### src/rtl/rxf_pkg.sv
package rxf_pkg;
  localparam int ADDR_BYTES = 6;
  localparam int ADDR_BITS  = ADDR_BYTES * 8;

  typedef enum logic [2:0] {
    KIND_REJECT = 3'd0,
    KIND_EXACT  = 3'd1,
    KIND_HASH   = 3'd2,
    KIND_BCAST  = 3'd3,
    KIND_OPEN   = 3'd4
  } match_kind_e;

  // bit 0 promiscuous, bit 1 all-multicast, bit 2 broadcast enable
  typedef struct packed {
    logic bcast_en;
    logic all_multi;
    logic promisc;
  } mode_t;

  // serial CRC-32 step over one byte, lsb first
  function automatic logic [31:0] crc_byte(logic [31:0] c, logic [7:0] d);
    logic [31:0] r;
    logic        fb;
    r = c;
    for (int i = 0; i < 8; i++) begin
      fb = r[31] ^ d[i];
      r  = {r[30:0], 1'b0};
      if (fb) r = r ^ 32'h04C1_1DB7;
    end
    return r;
  endfunction
endpackage

### src/rtl/rxf_cfg_regs.sv
module rxf_cfg_regs
  import rxf_pkg::*;
#(
  parameter int N_EXACT    = 16,
  parameter int HASH_WORDS = 32,
  parameter int CFG_AW     = 7,
  parameter int HASH_BASE  = 64,
  parameter int MODE_ADDR  = 96
) (
  input  logic                                 clk_i,
  input  logic                                 rst_ni,
  input  logic                                 we_i,
  input  logic [CFG_AW-1:0]                    addr_i,
  input  logic [15:0]                          wdata_i,
  output logic [N_EXACT-1:0][ADDR_BITS-1:0]    exact_o,
  output logic [HASH_WORDS-1:0][15:0]          hash_o,
  output mode_t                                mode_o
);
  localparam int WORDS_PER_ENTRY = ADDR_BITS / 16;

  for (genvar e = 0; e < N_EXACT; e++) begin : g_entry
    for (genvar w = 0; w < WORDS_PER_ENTRY; w++) begin : g_word
      localparam logic [CFG_AW-1:0] WADDR = CFG_AW'(e * WORDS_PER_ENTRY + w);
      always_ff @(posedge clk_i or negedge rst_ni) begin
        if (!rst_ni)                         exact_o[e][16*w +: 16] <= '0;
        else if (we_i && addr_i == WADDR)    exact_o[e][16*w +: 16] <= wdata_i;
      end
    end
  end

  for (genvar k = 0; k < HASH_WORDS; k++) begin : g_hash
    localparam logic [CFG_AW-1:0] HADDR = CFG_AW'(HASH_BASE + k);
    always_ff @(posedge clk_i or negedge rst_ni) begin
      if (!rst_ni)                        hash_o[k] <= '0;
      else if (we_i && addr_i == HADDR)   hash_o[k] <= wdata_i;
    end
  end

  localparam logic [CFG_AW-1:0] MADDR = CFG_AW'(MODE_ADDR);
  always_ff @(posedge clk_i or negedge rst_ni) begin
    if (!rst_ni)                        mode_o <= '0;
    else if (we_i && addr_i == MADDR)   mode_o <= mode_t'(wdata_i[2:0]);
  end
endmodule

### src/rtl/rxf_addr_capture.sv
module rxf_addr_capture
  import rxf_pkg::*;
(
  input  logic                 clk_i,
  input  logic                 rst_ni,
  input  logic                 byte_valid_i,
  input  logic                 byte_sof_i,
  input  logic [7:0]           byte_data_i,
  output logic                 take_o,
  output logic                 first_o,
  output logic                 last_o,
  output logic [ADDR_BITS-1:0] addr_o
);
  localparam int CW = $clog2(ADDR_BYTES + 1);
  localparam logic [CW-1:0] IDLE = CW'(ADDR_BYTES);
  localparam logic [CW-1:0] LAST = CW'(ADDR_BYTES - 1);

  logic [CW-1:0]           cnt_q;
  logic [CW-1:0]           pos;
  logic [ADDR_BITS-9:0]    shift_q;

  assign pos     = byte_sof_i ? '0 : cnt_q;
  assign take_o  = byte_valid_i && (byte_sof_i || cnt_q < IDLE);
  assign first_o = take_o && byte_sof_i;
  assign last_o  = take_o && pos == LAST;
  assign addr_o  = {shift_q, byte_data_i};

  always_ff @(posedge clk_i or negedge rst_ni) begin
    if (!rst_ni) begin
      cnt_q   <= IDLE;
      shift_q <= '0;
    end else if (take_o) begin
      cnt_q   <= pos + 1'b1;
      shift_q <= addr_o[ADDR_BITS-9:0];
    end
  end
endmodule

### src/rtl/rxf_hash_crc.sv
module rxf_hash_crc
  import rxf_pkg::*;
(
  input  logic        clk_i,
  input  logic        rst_ni,
  input  logic        take_i,
  input  logic        first_i,
  input  logic [7:0]  data_i,
  output logic [31:0] crc_next_o
);
  logic [31:0] crc_q;

  assign crc_next_o = crc_byte(first_i ? 32'hFFFF_FFFF : crc_q, data_i);

  always_ff @(posedge clk_i or negedge rst_ni) begin
    if (!rst_ni)     crc_q <= 32'hFFFF_FFFF;
    else if (take_i) crc_q <= crc_next_o;
  end
endmodule

### src/rtl/rxf_decide.sv
module rxf_decide
  import rxf_pkg::*;
#(
  parameter int N_EXACT    = 16,
  parameter int HASH_WORDS = 32,
  localparam int IDX_W     = $clog2(HASH_WORDS * 16),
  localparam int WSEL_W    = $clog2(HASH_WORDS)
) (
  input  logic                              clk_i,
  input  logic                              rst_ni,
  input  logic                              last_i,
  input  logic [ADDR_BITS-1:0]              addr_i,
  input  logic [31:0]                       crc_i,
  input  logic [N_EXACT-1:0][ADDR_BITS-1:0] exact_i,
  input  logic [HASH_WORDS-1:0][15:0]       hash_i,
  input  mode_t                             mode_i,
  output logic                              valid_o,
  output logic                              accept_o,
  output match_kind_e                       kind_o,
  output logic [IDX_W-1:0]                  idx_o
);
  logic [N_EXACT-1:0] hit;
  logic               exact_any;
  logic [IDX_W-1:0]   idx_d;
  logic [WSEL_W-1:0]  word_sel;
  logic [3:0]         bit_sel;
  logic               hash_bit;
  logic               is_group;
  logic               is_bcast;
  match_kind_e        kind_d;

  // an all-zero entry is empty
  for (genvar e = 0; e < N_EXACT; e++) begin : g_cmp
    assign hit[e] = (exact_i[e] == addr_i) && (|exact_i[e]);
  end

  assign exact_any = |hit;
  assign idx_d     = crc_i[31 -: IDX_W];
  assign word_sel  = idx_d[IDX_W-1:4];
  assign bit_sel   = idx_d[3:0];
  assign hash_bit  = hash_i[word_sel][bit_sel];
  assign is_group  = addr_i[ADDR_BITS-8];
  assign is_bcast  = &addr_i;

  // promiscuous > broadcast > exact > all-multicast > hash
  always_comb begin
    kind_d = KIND_REJECT;
    if (mode_i.promisc)                     kind_d = KIND_OPEN;
    else if (is_bcast)                      kind_d = mode_i.bcast_en ? KIND_BCAST : KIND_REJECT;
    else if (exact_any)                     kind_d = KIND_EXACT;
    else if (is_group && mode_i.all_multi)  kind_d = KIND_OPEN;
    else if (is_group && hash_bit)          kind_d = KIND_HASH;
  end

  always_ff @(posedge clk_i or negedge rst_ni) begin
    if (!rst_ni) begin
      valid_o  <= 1'b0;
      accept_o <= 1'b0;
      kind_o   <= KIND_REJECT;
      idx_o    <= '0;
    end else if (last_i) begin
      valid_o  <= 1'b1;
      accept_o <= kind_d != KIND_REJECT;
      kind_o   <= kind_d;
      idx_o    <= idx_d;
    end else begin
      valid_o  <= 1'b0;
      accept_o <= 1'b0;
      kind_o   <= KIND_REJECT;
      idx_o    <= '0;
    end
  end
endmodule

### src/rtl/rx_addr_filter.sv
module rx_addr_filter
  import rxf_pkg::*;
#(
  parameter int N_EXACT    = 16,
  parameter int HASH_WORDS = 32,
  parameter int CFG_AW     = 7,
  parameter int HASH_BASE  = 64,
  parameter int MODE_ADDR  = 96,
  localparam int IDX_W     = $clog2(HASH_WORDS * 16)
) (
  input  logic              clk_i,
  input  logic              rst_ni,
  input  logic              cfg_we_i,
  input  logic [CFG_AW-1:0] cfg_addr_i,
  input  logic [15:0]       cfg_wdata_i,
  input  logic              byte_valid_i,
  input  logic              byte_sof_i,
  input  logic [7:0]        byte_data_i,
  output logic              dec_valid_o,
  output logic              dec_accept_o,
  output logic [2:0]        dec_kind_o,
  output logic [IDX_W-1:0]  hash_idx_o
);
  logic [N_EXACT-1:0][ADDR_BITS-1:0] exact_w;
  logic [HASH_WORDS-1:0][15:0]       hash_w;
  mode_t                             mode_w;
  logic                              take_w, first_w, last_w;
  logic [ADDR_BITS-1:0]              addr_w;
  logic [31:0]                       crc_w;
  match_kind_e                       kind_w;

  rxf_cfg_regs #(
    .N_EXACT(N_EXACT), .HASH_WORDS(HASH_WORDS), .CFG_AW(CFG_AW),
    .HASH_BASE(HASH_BASE), .MODE_ADDR(MODE_ADDR)
  ) i_cfg (
    .clk_i, .rst_ni, .we_i(cfg_we_i), .addr_i(cfg_addr_i), .wdata_i(cfg_wdata_i),
    .exact_o(exact_w), .hash_o(hash_w), .mode_o(mode_w)
  );

  rxf_addr_capture i_cap (
    .clk_i, .rst_ni, .byte_valid_i, .byte_sof_i, .byte_data_i,
    .take_o(take_w), .first_o(first_w), .last_o(last_w), .addr_o(addr_w)
  );

  rxf_hash_crc i_crc (
    .clk_i, .rst_ni, .take_i(take_w), .first_i(first_w), .data_i(byte_data_i),
    .crc_next_o(crc_w)
  );

  rxf_decide #(.N_EXACT(N_EXACT), .HASH_WORDS(HASH_WORDS)) i_dec (
    .clk_i, .rst_ni, .last_i(last_w), .addr_i(addr_w), .crc_i(crc_w),
    .exact_i(exact_w), .hash_i(hash_w), .mode_i(mode_w),
    .valid_o(dec_valid_o), .accept_o(dec_accept_o), .kind_o(kind_w), .idx_o(hash_idx_o)
  );

  assign dec_kind_o = kind_w;
endmodule

### config.mk
export PLATFORM = sky130hd
export DESIGN_NAME = rx_addr_filter
export DESIGN_NICKNAME = d
export VERILOG_FILES = /design/src/rtl/rxf_pkg.sv /design/src/rtl/rxf_cfg_regs.sv /design/src/rtl/rxf_addr_capture.sv /design/src/rtl/rxf_hash_crc.sv /design/src/rtl/rxf_decide.sv /design/src/rtl/rx_addr_filter.sv
export SDC_FILE = /design/constraint.sdc
export NUM_CORES = 2
export LEC_CHECK = 0
export ABC_AREA = 0
export BUFFER_PORTS_ARGS = -buffer_cell sky130_fd_sc_hd__buf_2
export CORE_MARGIN = 2
export CORE_UTILIZATION = 55
export DETAILED_ROUTE_END_ITERATION = 7
export PLACE_DENSITY = 0.83
export SYNTH_ARGS = -nofsm -noshare
export SYNTH_HDL_FRONTEND = slang
export SYNTH_SLANG_ARGS = --single-unit
### constraint.sdc
create_clock -name clk_i -period 3.25 [get_ports clk_i]
set_input_delay 0.4875 -clock clk_i [delete_from_list [all_inputs] [get_ports clk_i]]
set_output_delay 0.4875 -clock clk_i [all_outputs]
set_load 0.01 [all_outputs]
=== Word level (Yosys, flattened, before mapping) ===
Index checks and enable logic that the tools add are counted.

* $add $sub $neg: 1
* $lt $le $gt $ge: 3
* Eq/ne operators: 97
* Mux-type cells: 24
* Bitwise logic cells: 16
* Reduce and logical (&&, ||, !) cells: 123

{| class="wikitable"
|+ Operators by type and width
! kind !! number
|-
| equality test 48 bit || 16
|-
| OR reduction 48 bit || 16
|-
| equality test 7 bit (second input constant) || 33
|-
| 2-to-1 mux 27 bit || 8
|-
| equality test 7 x 5 -> 1 bit (second input constant) || 16
|-
| equality test 7 x 6 -> 1 bit (second input constant) || 16
|-
| NOT 14 bit || 8
|-
| logical AND 1 bit || 102
|-
| binary-select mux 16 bit (select 5 bit) || 1
|-
| equality test 7 x 4 -> 1 bit (second input constant) || 8
|-
| AND reduction 48 bit || 1
|-
| 2-to-1 mux 32 bit || 1
|-
| equality test 7 x 3 -> 1 bit (second input constant) || 4
|-
| 2-to-1 mux 3 bit || 6
|-
| 2-to-1 mux 16 bit || 1
|-
| OR reduction 16 bit || 1
|-
| equality test 7 x 2 -> 1 bit (second input constant) || 2
|-
| 2-to-1 mux 9 bit || 1
|-
| XOR 1 bit || 8
|-
| equality test 7 x 1 -> 1 bit (second input constant) || 1
|-
| zero test 7 bit || 1
|-
| less-than comparator 5 x 6 -> 1 bit (second input constant) || 1
|-
| less-than comparator 4 x 5 -> 1 bit (second input constant) || 1
|-
| binary-select mux 1 bit (select 4 bit) || 1
|-
| 7 further kinds || 10
|}

* Bits in registers: 1372
* Bits of input ports: 36
* Output and inout port bits: 14
* Logic and storage cells: 354

=== Longest topological paths before layout ===
* Word-level depth: 31
* Mapped depth: 17
* Mapped depth without buffers: 12

=== Cells and area by module ===
From an unflattened synthesis, not the netlist that was laid out.

* Cell total of the unflattened synthesis: 5391
* Area total of the unflattened synthesis: 70118.5 um2

{| class="wikitable"
|+ By module, submodules not included
! module !! instances !! cells an instance !! area an instance (um2) !! sequential area each (um2)
|-
| rxf_cfg_regs || 1 || 2955 || 48756.8 || 32105.8
|-
| rxf_decide || 1 || 2108 || 17023.8 || 350.3
|-
| rxf_hash_crc || 1 || 211 || 2369.8 || 840.8
|-
| rxf_addr_capture || 1 || 117 || 1968.1 || 1078.5
|}

=== Least setup slack after synthesis ===
OpenSTA, ideal clock, no wires.

* Path type: input-to-reg
* Start point: input byte_data_i[0]
* End point: register i_dec.kind_o[1]
* Setup time: 0.134 ns
* Arrival: 3.231 ns
* Data required time: 3.116 ns
* Path slack: -0.116 ns
* Stages: 14
* Buffers on the path: 3
* Cells stage by stage: buf_6 > xnor2_2 > xor2_2 > xnor2_4 > xnor2_4 > buf_6 > buf_8 > mux4_2 > a22oi_1 > nand4_1 > nand4_1 > o211ai_2 > a32oi_1 > a21oi_1

* Cells in the longest elaborated chain, start to end: 20
* Elaborated cells between the ends (all ways): 60
* Those cells by class: 16 x eq/ne; 18 x mux; 7 x bitwise; 19 x reduce/logical

{| class="wikitable"
|+ RTL lines
! element !! RTL line !! text
|-
| start, declared || rx_addr_filter.sv:18 || <nowiki>input logic [7:0] byte_data_i,</nowiki>
|-
| branches (longest 17 deep; another with 2-to-1 mux 27 bit) || -- ||
|-
| 2-to-1 mux 3 bit * || rxf_decide.sv:49 || <nowiki>else if (is_bcast) kind_d = mode_i.bcast_en ? KIND_BCAST : KIND_REJECT;</nowiki>
|-
| 2-to-1 mux 3 bit * || rxf_decide.sv:48 || <nowiki>if (mode_i.promisc) kind_d = KIND_OPEN;</nowiki>
|-
| 2-to-1 mux 3 bit * || rxf_decide.sv:61 || <nowiki>end else if (last_i) begin</nowiki>
|-
| end signal, assigned || rxf_decide.sv:64 || <nowiki>kind_o <= kind_d;</nowiki>
|-
| end, declared || rxf_decide.sv:19 || <nowiki>output match_kind_e kind_o,</nowiki>
|}

Mark *: on every way between the ends. The select of a mux whose other input is x is not followed.
A chain may end at the register's enable or synchronous reset.

=== Worst setup path in the final report ===
* Start point: register i_crc.crc_q[31]
* End point: register i_dec.kind_o[1]

* Cells in the longest elaborated chain, start to end: 21
* Elaborated cells between the ends (all ways): 27
* Those cells by class: 19 x mux; 7 x bitwise; 1 x reduce/logical

{| class="wikitable"
|+ RTL lines
! element !! RTL line !! text
|-
| start, declared || rxf_hash_crc.sv:11 || <nowiki>logic [31:0] crc_q;</nowiki>
|-
| start signal, assigned || rxf_hash_crc.sv:17 || <nowiki>else if (take_i) crc_q <= crc_next_o;</nowiki>
|-
| 2-to-1 mux 32 bit * || rxf_hash_crc.sv:13 || <nowiki>assign crc_next_o = crc_byte(first_i ? 32'hFFFF_FFFF : crc_q, data_i);</nowiki>
|-
| XOR 1 bit * || rxf_pkg.sv:26 || <nowiki>fb = r[31] ^ d[i];</nowiki>
|-
| 2-to-1 mux 27 bit * || rxf_pkg.sv:28 || <nowiki>if (fb) r = r ^ 32'h04C1_1DB7;</nowiki>
|-
| branches (longest 9 deep; another with 2-to-1 mux 27 bit) || -- ||
|-
| binary-select mux 1 bit (select 4 bit) * || rxf_decide.sv:41 || <nowiki>assign hash_bit = hash_i[word_sel][bit_sel];</nowiki>
|-
| 2-to-1 mux 1 bit (not written as such) * || rxf_decide.sv:41 ||
|-
| logical AND 1 bit * || rxf_decide.sv:52 || <nowiki>else if (is_group && hash_bit) kind_d = KIND_HASH;</nowiki>
|-
| 2-to-1 mux 2 bit * || rxf_decide.sv:52 ||
|-
| 2-to-1 mux 3 bit * || rxf_decide.sv:51 || <nowiki>else if (is_group && mode_i.all_multi) kind_d = KIND_OPEN;</nowiki>
|-
| 2-to-1 mux 3 bit * || rxf_decide.sv:50 || <nowiki>else if (exact_any) kind_d = KIND_EXACT;</nowiki>
|-
| 2-to-1 mux 3 bit * || rxf_decide.sv:49 ||
|-
| 2-to-1 mux 3 bit * || rxf_decide.sv:48 ||
|-
| 2-to-1 mux 3 bit * || rxf_decide.sv:61 ||
|}

Marks and branches as above.

==> results_dict.tcl <==
set metrics [dict create \
    yosysWarnings 0 \
    rows 128 \
    num_io_pins 50 \
    grt_antenna_before_repair 13 \
    grt_usage_pct 40.4 \
    drc 0 \
    synth.area.top_cells "dfrtp_1 50%, mux2_2 21%, xor2_1 10%, nor4_1 3.8%, nand2_1 2.6%" \
    crit_arrival_ps 5290 \
    end_kind "register" \
    cts_tree "yes" \
    start_kind "register" \
    maxSlewViolCount 0 \
    syn-mean-instance-area_sq_um 12.2 \
    syn2layout_area_growth_pct 26.0 \
    yosysMostFrequentCell "dfrtp_1" \
    violations "negative setup slack" \
    fin_area_sq_mm 0.0848 \
    finalCritPeriodShare_pct 140 \
    synth_top_area_share_pct 49.7 \
    worstMarginPinSlew_ps 990 \
    gr-total-overflow 0 \
    wl_per_cell_um 31.5 \
    drt_pass1_iterations 7 \
    htreeDepth 4 \
    peakVddDrop_v 0.00145 \
    cts_sinks 1372 \
    synth_fp_nets 5555 \
    via_per_inst 6.67 \
    slew_headroom_pct 33.8 \
    synth_async_sr_flop_share_pct 100 \
    drt-initial-drc-count 7608 \
    ant_nets 0 \
    fin_skew_ps 25.9 \
    p_leak_nw 43.0 \
    status "finished, violations left" \
    start_util_pct 55.4 \
    dp_hpwl_um 159000 \
    grt_pass1_vias 58090 \
    cp.required_ps 4000 \
    p_total_mw 77.8 \
    synth_area_leader_cell "dfrtp_1" \
    path_clk_slew_ps 60 \
    gp_congestion 1.03 \
    synthFlopType "dfrtp_1" \
    path_max_fanout 23 \
    ys_seq_elements 1372 \
    port-buffer-count 49 \
    seq_area_frac_synth_pct 51.1 \
    fin_ws_ps -1290 \
    dieArea_sq_mm 0.125 \
    root_buffer "clkbuf_16" \
    clock.fmax_ghz 0.220 \
    grt_pass1_wl_um 375000 \
    hold_viol_final 0 \
    synthTopCellsByCount "1338 x dfrtp_1, 1285 x mux2_2, 791 x xor2_1" \
    nFillCells 7634 \
    period_needed_ps 4540 \
    synth_enable_flop_cells 0 \
    finalSetupViolations 3 \
    grt_max_degree 119 \
    core_sq_mm 0.122 \
    drive_above_1_share_pct 45.3 \
    dpl-instance-area_sq_mm 0.0788 \
    clockBufferDepth 3 \
    die_w_um 354 \
    clk_latency_ps 840 \
    worstSetupPathType "reg2reg" \
    die_h_um 354 \
    numCtsBuffers 144 \
    nets 6569 \
    vias 55167 \
    synth_area_sq_mm 0.0673 \
    rsz0062_at_grt "true" \
    p_per_area_mw_per_mm2 917 \
    wirelength_um 261000 \
    synthCells 5517 \
    max-cap-violations 0 \
    ys_types 61 \
    worstHoldPathType "in2reg" \
]
sequential cells by signal, summed over array words and instances (netlist names), 3 cells and up:
name,flops
i_cap.cnt_q,3
i_dec.kind_o,3
i_cap.shift_q,40
i_cfg.mode_o,3
i_cfg.exact_o,768
i_cfg.hash_o,512
i_crc.crc_q,32
i_dec.idx_o,9
worst max-delay path, stage by stage (launching register included):
cell and delay (ps):
dfstp_2 550, xor2_2 150, nand2_2 120, xnor2_4 290, buf_4 170, buf_6 110, xor2_4 270, buf_12 200
buf_16 210, and3_1 220, a2111oi_2 60, or4_4 530, o2111ai_4 110, o2111ai_2 370, o211ai_2 620, a32oi_4 290
a21oi_2 190
worst paths after layout:
kind | startpoint | end | slack [ps] | depth (start not counted)
hold / removal | byte_sof_i | i_cap.cnt_q[0]$_DFFE_PN0P_ | 140 | 4
setup / recovery | i_crc.crc_q[31]$_DFFE_PN1P_ | i_dec.kind_o[1]$_DFF_PN0_ | -1290 | 16
hold reg to reg | i_crc.crc_q[0]$_DFFE_PN1P_ | i_crc.crc_q[0]$_DFFE_PN1P_ | 460 | 2
setup reg to reg | i_crc.crc_q[31]$_DFFE_PN1P_ | i_dec.kind_o[1]$_DFF_PN0_ | -1290 | 16
max in group asynchronous | rst_ni | i_cfg.hash_o[294]$_DFFE_PN0P_ | 1860 | 3
min in group asynchronous | rst_ni | i_cfg.exact_o[273]$_DFFE_PN0P_ | 230 | 2
stage by stage:
step / std cells / TNS (ps) / hold slack (ps) / setup WS, ps / util [%]
floorplan: 5517 / -16.4 / 192 / -10.2 / -
global route: 8270 / -2570 / 172 / -1280 / 69.8
global placement: 7964 / -3380 / 447 / -1130 / 64.8
finish: 8271 / -2640 / 142 / -1290 / 69.8
CTS: 8246 / -652 / 124 / -327 / 69.4
detailed placement: 7964 / -3130 / 453 / -1040 / 64.8
cell type report:
type	instances	area (sq um)	share of cell area (%)
antenna	5	12.5	0.0148
clock buffer	203	4140	4.88
clock inverter	53	661	0.779
multi-input combinational	3711	31800	37.5
timing repair buffer	1297	11700	13.8
tap	1625	2030	2.40
sequential	1372	34400	40.6
inverter	5	18.8	0.0221
layout by cell type (no fill, tap or decap), types with 27 or more instances in the layout:
| cell | Yosys | routed |
|---|---|---|
| dfrtp_1 | 1338 | 1307 |
| xor2_1 | 791 | 786 |
| mux2_2 | 1285 | 1285 |
| buf_2 | 24 | 32 |
| buf_12 | 0 | 139 |
| nor2_1 | 118 | 98 |
| nand4_1 | 123 | 123 |
| clkbuf_1 | 324 | 29 |
| clkbuf_16 | 0 | 148 |
| dfrtp_2 | 0 | 31 |
| nor4_1 | 410 | 392 |
| o21ai_0 | 31 | 29 |
| mux4_2 | 34 | 35 |
| nand3_1 | 96 | 90 |
| dfstp_2 | 34 | 34 |
| a31oi_1 | 28 | 28 |
| clkinv_2 | 0 | 27 |
| nand2_1 | 471 | 467 |
| xnor2_1 | 68 | 61 |
| a221o_1 | 30 | 30 |
| a21oi_1 | 53 | 51 |
| buf_4 | 6 | 1090 |
| clkbuf_8 | 0 | 29 |
per-layer routing:
metal	track usage [%]	wire length (um)	vias to the layer above	share of wire (%)
li1	-	-	21661	-
met1	49.0	88100	27371	34
met2	60.0	112000	4443	43
met3	12.5	34600	1682	13
met4	31.8	25900	10	9.9
met5	0	63	-	0.024
where the power goes:
group	total (mW)	switching (mW)	internal, mW
clock	17.1	7.49	9.60
sequential	20.2	1.34	18.9
combinational	40.5	23.5	16.9
total	77.8	32.4	45.4
repair_timing:
action,CTS,global route
setup buffers,18,18
resized for setup,74,45
setup endpoints to repair,4,4
cloned,6,3
pin swaps,29,18
endpoints found under the hold margin,63,0
hold buffers,2,0
cell families (layout without fill, tap and decap cells):
| family | after synthesis | after routing | synth area share (%) |
|---|---|---|---|
| AO/OA/AOI/OAI | 225 | 225 | 2.33 |
| multiplexers | 1340 | 1340 | 23.0 |
| flip-flops | 1372 | 1372 | 51.1 |
| AND/OR/NAND/NOR | 1272 | 1273 | 9.43 |
| buffers and inverters | 435 | 1558 | 2.59 |
| adder cells (fa/ha/maj) | 2 | 2 | 0.0372 |
| XOR/XNOR | 871 | 871 | 11.5 |
| other | 0 | 5 | 0 |
No activity file was read; power rests on OpenSTA's default activity.
